## config.mk

```make
export PLATFORM = sky130hd
export DESIGN_NAME = tmr_irq_flags
export DESIGN_NICKNAME = d
export VERILOG_FILES = /design/src/rtl/tmr_irq_pkg.sv /design/src/rtl/tmr_irq_cmp_delay.sv /design/src/rtl/tmr_irq_cap_sel.sv /design/src/rtl/tmr_irq_flag_cell.sv /design/src/rtl/tmr_irq_flags.sv
export SDC_FILE = /design/constraint.sdc
export NUM_CORES = 1
export LEC_CHECK = 0
export ABC_AREA = 1
export BUFFER_PORTS_ARGS = -buffer_cell sky130_fd_sc_hd__clkbuf_2
export CORE_ASPECT_RATIO = 0.9
export CORE_MARGIN = 5
export CORE_UTILIZATION = 39
export DETAILED_ROUTE_END_ITERATION = 10
export PLACE_DENSITY_LB_ADDON = 0.25
export SETUP_SLACK_MARGIN = 0.15
export SLEW_MARGIN = 0
export SYNTH_ARGS = -nofsm -noshare
export SYNTH_HDL_FRONTEND = slang
export SYNTH_SLANG_ARGS = --single-unit
export TNS_END_PERCENT = 1
```

## constraint.sdc

```tcl
create_clock -name clk -period 0.8 [get_ports clk]
set_input_delay 0.16 -clock clk [delete_from_list [all_inputs] [get_ports clk]]
set_output_delay 0.16 -clock clk [all_outputs]
set_load 0.03 [all_outputs]
```

## src/rtl/tmr_irq_pkg.sv

```systemverilog
package tmr_irq_pkg;
   // Register bit positions that software decodes
   localparam int unsigned POS_OVF  = 0;
   localparam int unsigned POS_CMP0 = 1;
   localparam int unsigned POS_CAP  = 5;

   typedef enum logic {
      SEL_FLAGS   = 1'b0,
      SEL_ENABLES = 1'b1
   } reg_sel_e;

   // Source index -> register bit position
   function automatic int unsigned src_pos(input int unsigned idx, input int unsigned n_cmp);
      if (idx == 0)
         return POS_OVF;
      else if (idx <= n_cmp)
         return POS_CMP0 + idx - 1;
      else
         return POS_CAP;
   endfunction
endpackage

```

## src/rtl/tmr_irq_cmp_delay.sv

```systemverilog
module tmr_irq_cmp_delay #(
   parameter int unsigned CMP_N = 3
) (
   input  logic             clk,
   input  logic             rst_n,
   input  logic             tick_en,
   input  logic [CMP_N-1:0] match_s,
   input  logic [CMP_N-1:0] force_s,
   output logic [CMP_N-1:0] set_o
);
   for (genvar ch = 0; ch < CMP_N; ch++) begin : g_ch
      logic pend_q;
      always_ff @(posedge clk or negedge rst_n) begin
         if (!rst_n)
            pend_q <= 1'b0;
         else if (tick_en)
            pend_q <= match_s[ch] & ~force_s[ch];
      end
      assign set_o[ch] = pend_q & tick_en;
   end
endmodule

```

## src/rtl/tmr_irq_cap_sel.sv

```systemverilog
module tmr_irq_cap_sel (
   input  logic cap_edge,
   input  logic top_hit,
   input  logic cap_is_top,
   output logic cap_set
);
   always_comb begin
      if (cap_is_top)
         cap_set = top_hit;
      else
         cap_set = cap_edge;
   end
endmodule

```

## src/rtl/tmr_irq_flag_cell.sv

```systemverilog
module tmr_irq_flag_cell (
   input  logic clk,
   input  logic rst_n,
   input  logic set_i,
   input  logic clr_i,
   output logic q
);
   always_ff @(posedge clk or negedge rst_n) begin
      if (!rst_n)
         q <= 1'b0;
      else if (set_i)
         q <= 1'b1;
      else if (clr_i)
         q <= 1'b0;
   end
endmodule

```

## src/rtl/tmr_irq_flags.sv

```systemverilog
module tmr_irq_flags
   import tmr_irq_pkg::*;
#(
   parameter int unsigned CMP_N = 3,
   parameter int unsigned REG_W = 8
) (
   input  logic               clk,
   input  logic               rst_n,
   input  logic               tick_en,
   input  logic [CMP_N-1:0]   cmp_match,
   input  logic [CMP_N-1:0]   cmp_force,
   input  logic               cap_edge,
   input  logic               top_hit,
   input  logic               cap_is_top,
   input  logic               ovf_evt,
   input  logic               reg_wr,
   input  logic               reg_sel,
   input  logic [REG_W-1:0]   reg_wdata,
   input  logic               gie,
   input  logic [CMP_N+1:0]   vec_ack,
   output logic [REG_W-1:0]   flag_reg,
   output logic [REG_W-1:0]   mask_reg,
   output logic [CMP_N+1:0]   irq_req
);
   localparam int unsigned SRC_N   = CMP_N + 2;
   localparam int unsigned CAP_IDX = SRC_N - 1;

   initial begin
      assert (CMP_N >= 1 && CMP_N <= 3)
         else $error("CMP_N must be 1 to 3");
      assert (REG_W >= POS_CAP + 1)
         else $error("REG_W too narrow for the register layout");
   end

   logic [CMP_N-1:0] cmp_set;
   logic             cap_set;
   logic [SRC_N-1:0] set_vec;
   logic [SRC_N-1:0] clr_vec;
   logic [SRC_N-1:0] flags;
   logic [SRC_N-1:0] en_q;
   logic             wr_flags;
   logic             wr_enables;
   logic             unused_wdata;

   assign wr_flags     = reg_wr && (reg_sel_e'(reg_sel) == SEL_FLAGS);
   assign wr_enables   = reg_wr && (reg_sel_e'(reg_sel) == SEL_ENABLES);
   assign unused_wdata = ^reg_wdata;

   tmr_irq_cmp_delay #(.CMP_N(CMP_N)) u_cmp (
      .clk     (clk),
      .rst_n   (rst_n),
      .tick_en (tick_en),
      .match_s (cmp_match),
      .force_s (cmp_force),
      .set_o   (cmp_set)
   );

   tmr_irq_cap_sel u_cap (
      .cap_edge   (cap_edge),
      .top_hit    (top_hit),
      .cap_is_top (cap_is_top),
      .cap_set    (cap_set)
   );

   assign set_vec = {cap_set, cmp_set, ovf_evt};

   for (genvar s = 0; s < SRC_N; s++) begin : g_src
      localparam int unsigned P = src_pos(s, CMP_N);

      assign clr_vec[s] = (wr_flags & reg_wdata[P]) | vec_ack[s];

      tmr_irq_flag_cell u_flag (
         .clk   (clk),
         .rst_n (rst_n),
         .set_i (set_vec[s]),
         .clr_i (clr_vec[s]),
         .q     (flags[s])
      );

      always_ff @(posedge clk or negedge rst_n) begin
         if (!rst_n)
            en_q[s] <= 1'b0;
         else if (wr_enables)
            en_q[s] <= reg_wdata[P];
      end

      assign irq_req[s] = flags[s] & en_q[s] & gie;
   end

   always_comb begin
      flag_reg = '0;
      mask_reg = '0;
      for (int unsigned s = 0; s < SRC_N; s++) begin
         flag_reg[src_pos(s, CMP_N)] = flags[s];
         mask_reg[src_pos(s, CMP_N)] = en_q[s];
      end
   end

   // Capture sits at the top source index
   initial begin
      assert (CAP_IDX == CMP_N + 1) else $error("source index layout");
   end
endmodule

```

==> impl_metrics.sql <==
INSERT INTO impl_metrics (metric_group, metric, value, unit) VALUES
('routing', 'remaining_drc_errors', '0', ''),
('routing', 'antenna_violating_nets_post_route', '0', ''),
('cells_and_area', 'final_nets', '172', ''),
('routing', 'route.detailed.vias_per_inst', '4.331', ''),
('timing', 'clock_skew', '0.00008840', 'ns'),
('synthesis', 'register_bit_count_reported_by_yosys', '13', ''),
('synthesis', 'synth_top_area_share', '45.61', '%'),
('status', 'failed_checks', 'setup timing', ''),
('global_routing', 'via_count_of_the_first_global_routing_pass', '671', ''),
('timing', 'finalWorstPathRequiredPeriod', '1.129', 'ns'),
('cells_and_area', 'post_route_cells_drive_above_1_share', '52.11', '%'),
('die', 'die_x', '55.08', 'microns'),
('status', 'result_of_the_run', 'complete, but fails checks', ''),
('timing', 'rsz0062_at_grt', 'true', ''),
('routing', 'drt-total-wl', '1.851', 'mm'),
('critical_path', 'worstSetupPathType', 'reg2out', ''),
('clocking', 'cts-buffers-inserted', '3', ''),
('global_routing', 'gr-usage-all-layers', '14.43', '%'),
('critical_path', 'cp_cell_sequence', 'nand2_2 -> nor2_4 -> buf_8', ''),
('flow_run', 'drv_cap', '0', ''),
('placement', 'finalWeightedCongestion', '0.7696', ''),
('timing', 'max_frequency', '0.8861', 'GHz'),
('cells_and_area', 'combined_area_of_the_multi_input_logic_cells', '320.3', 'sq um'),
('routing', 'dr_total_vias', '719', ''),
('critical_path', 'crit_path_max_incr_delay', '0.40', 'ns'),
('synthesis', 'postSynthAreaPerCell', '7.277', 'sq um'),
('synthesis', 'synth_area_leaders', 'dfrtp_1 46%, nand2_1 18%, buf_4 13%', ''),
('clocking', 'path_clk_slew', '0.07', 'ns'),
('die', 'num_io_pins', '50', ''),
('routing', 'drt-pass1-iter-count', '2', ''),
('clocking', 'clock_sinks', '13', ''),
('critical_path', 'worst_setup_path_start_kind', 'flop', ''),
('placement', 'port-buffer-count', '40', ''),
('cells_and_area', 'fillerInstances', '156', ''),
('cells_and_area', 'sequential_cell_area', '331.6', 'sq um'),
('critical_path', 'cell_type_of_the_slowest_stage_on_the_worst_timing_path', 'dfrtp_2', ''),
('synthesis', 'syn_inst_count', '98', ''),
('global_routing', 'grt_pass1_wl', '2.787', 'mm'),
('timing', 'setup_ws', '-0.3286', 'ns'),
('synthesis', 'synth_sequential_area_ratio', '45.61', '%'),
('global_routing', 'globalRouteOverflowTotal', '0', ''),
('global_routing', 'initial_antenna_violation_count', '0', ''),
('timing', 'slew_limit_fails', '0', ''),
('timing', 'final.period_utilization', '141.1', '%'),
('pwr', 'power_leakage', '0.6163', 'nW'),
('synthesis', 'synth.cell_area', '713.2', 'sq um'),
('cells_and_area', 'n_antenna_cell', '0', ''),
('die', 'dieArea', '2785', 'sq um'),
('critical_path', 'crit_arrival', '0.97', 'ns'),
('timing', 'tns', '-3.936', 'ns'),
('die', 'core-area', '1699', 'sq um'),
('die', 'die_h', '50.57', 'microns'),
('clocking', 'cts_tree', 'done', ''),
('synthesis', 'cell_taking_the_most_area_after_synthesis', 'dfrtp_1', ''),
('synthesis', 'yosysUniqueCellTypes', '12', ''),
('clocking', 'worst_skew_pair.late_latency', '0.27', 'ns'),
('die', 'start_util', '41.97', '%'),
('timing', 'final-hold-violation-count', '0', ''),
('critical_path', 'critPathMaxFanout', '3', ''),
('pwr', 'power.density', '1627', 'nW/um^2'),
('routing', 'wl_per_cell', '11.15', 'microns'),
('global_routing', 'grt_start_max_net_pins', '14', ''),
('placement', 'detailed_place_hpwl', '1.399', 'mm'),
('routing', 'initialDrtViolationCount', '6', ''),
('cells_and_area', 'layout_commonest_cell', 'nand2_1', ''),
('pwr', 'vdd_ir_drop_max', '1278', 'uV'),
('clocking', 'cts_root_buf', 'clkbuf_4', ''),
('die', 'placementRows', '14', ''),
('critical_path', 'cp-end-kind', 'primary output', ''),
('cells_and_area', 'layout_common_cells', '29 x nand2_1, 24 x clkbuf_2, 10 x nand3_1, 8 x dfrtp_1', ''),
('min_path', 'timing.hold.worst.class', 'in2reg', ''),
('clocking', 'cts-root-to-sink-buffers', '2', ''),
('critical_path', 'data_required_critical_path', '0.64', 'ns'),
('clocking', 'htreeDepth', '1', ''),
('cells_and_area', 'synthToLayoutAreaGrowth', '60.88', '%'),
('timing', 'setup_violations_final', '15', ''),
('timing', 'hold_ws', '0.06068', 'ns'),
('synthesis', 'synth_warnings', '0', '');
Yosys cell counts:
master    count
nand2_1      34
dfrtp_1      13
buf_4        12
inv_1        11
nand3_1      10
nor2_1       10
o22ai_1       3
buf_2         1
clkinv_1      1
conb_1        1
inv_2         1
nand2_2       1
per-stage QoR:
| step | worst slack, ns | total power [mW] | instances | cell area, sq um | util [%] |
|---|---|---|---|---|---|
| final | -0.3286 | 1.867 | 166 | 1147 | 67.53 |
| after global routing | -0.3778 | 1.980 | 166 | 1147 | 67.53 |
| after CTS | -0.3445 | 1.839 | 165 | 1112 | 65.46 |
| after detailed placement | -0.09174 | 1.310 | 158 | 943.4 | 55.52 |
| after global placement | -0.07026 | 1.295 | 158 | 943.4 | 55.52 |
| after floorplan | -0.09958 | 1.164 | 103 | 778.2 | - |
report_power, final:
| part | switching, mW | leakage (nW) | internal (mW) |
|---|---|---|---|
| Sequential | 0.0542 | 0.156 | 0.729 |
| Clock | 0.207 | 0.0150 | 0.193 |
| Combinational | 0.384 | 0.445 | 0.300 |
area by class of cell:
class | instances | share of cell area (%)
clock buffers | 4 | 2.290
flip-flops and latches | 13 | 28.90
multi-input cells | 64 | 27.92
inverters | 13 | 4.253
well taps | 24 | 2.617
repair buffers | 48 | 34.02
cell families after synthesis:
kind of cell	Yosys count	share of synthesized area, %
simple gates	55	31.05
buf+inv	26	20.17
flops	13	45.61
compound gates	3	2.632
other cells	1	0.5258
layer usage:
| layer | GRT usage [%] | up-vias | routed length, microns |
|---|---|---|---|
| li1 | - | 369 | - |
| met1 | 14.00 | 321 | 662 |
| met2 | 25.39 | 27 | 995 |
| met3 | 6.805 | 2 | 176 |
| met4 | 6.073 | 0 | 17 |
| met5 | 0 | - | 0 |
worst paths after layout:
kind,startpoint,endpoint,slack (ns),cells after the start
max in group asynchronous,rst_n,mask_reg[3]$_DFFE_PN0P_,0.25,2
hold reg to reg,u_cmp.g_ch[1].pend_q$_DFFE_PN0P_,g_src[2].u_flag.q$_DFFE_PN0P_,0.47,2
setup / recovery,mask_reg[3]$_DFFE_PN0P_,irq_req[3],-0.33,3
hold / removal,cmp_force[2],u_cmp.g_ch[2].pend_q$_DFFE_PN0P_,0.06,2
min in group asynchronous,rst_n,mask_reg[5]$_DFFE_PN0P_,0.31,2
setup reg to reg,g_src[0].u_flag.q$_DFFE_PN0P_,g_src[0].u_flag.q$_DFFE_PN0P_,0.02,5
critical path: cells and delay by family (launching register included):
| kind | cells | cell delay, ns |
|---|---|---|
| AND/OR/NAND/NOR | 2 | 0.17 |
| buffers and inverters | 1 | 0.13 |
| flip-flops | 1 | 0.40 |
what timing repair did:
| action | CTS | global route |
|---|---|---|
| cloned | 0 | 0 |
| hold buffers | 1 | 0 |
| pin swaps | 6 | 8 |
| resized for setup | 34 | 19 |
| endpoints found under the hold margin | 13 | 0 |
| setup endpoints to repair | 23 | 31 |
| buffers inserted | 2 | 1 |
(Power assumes the default switching activity.)
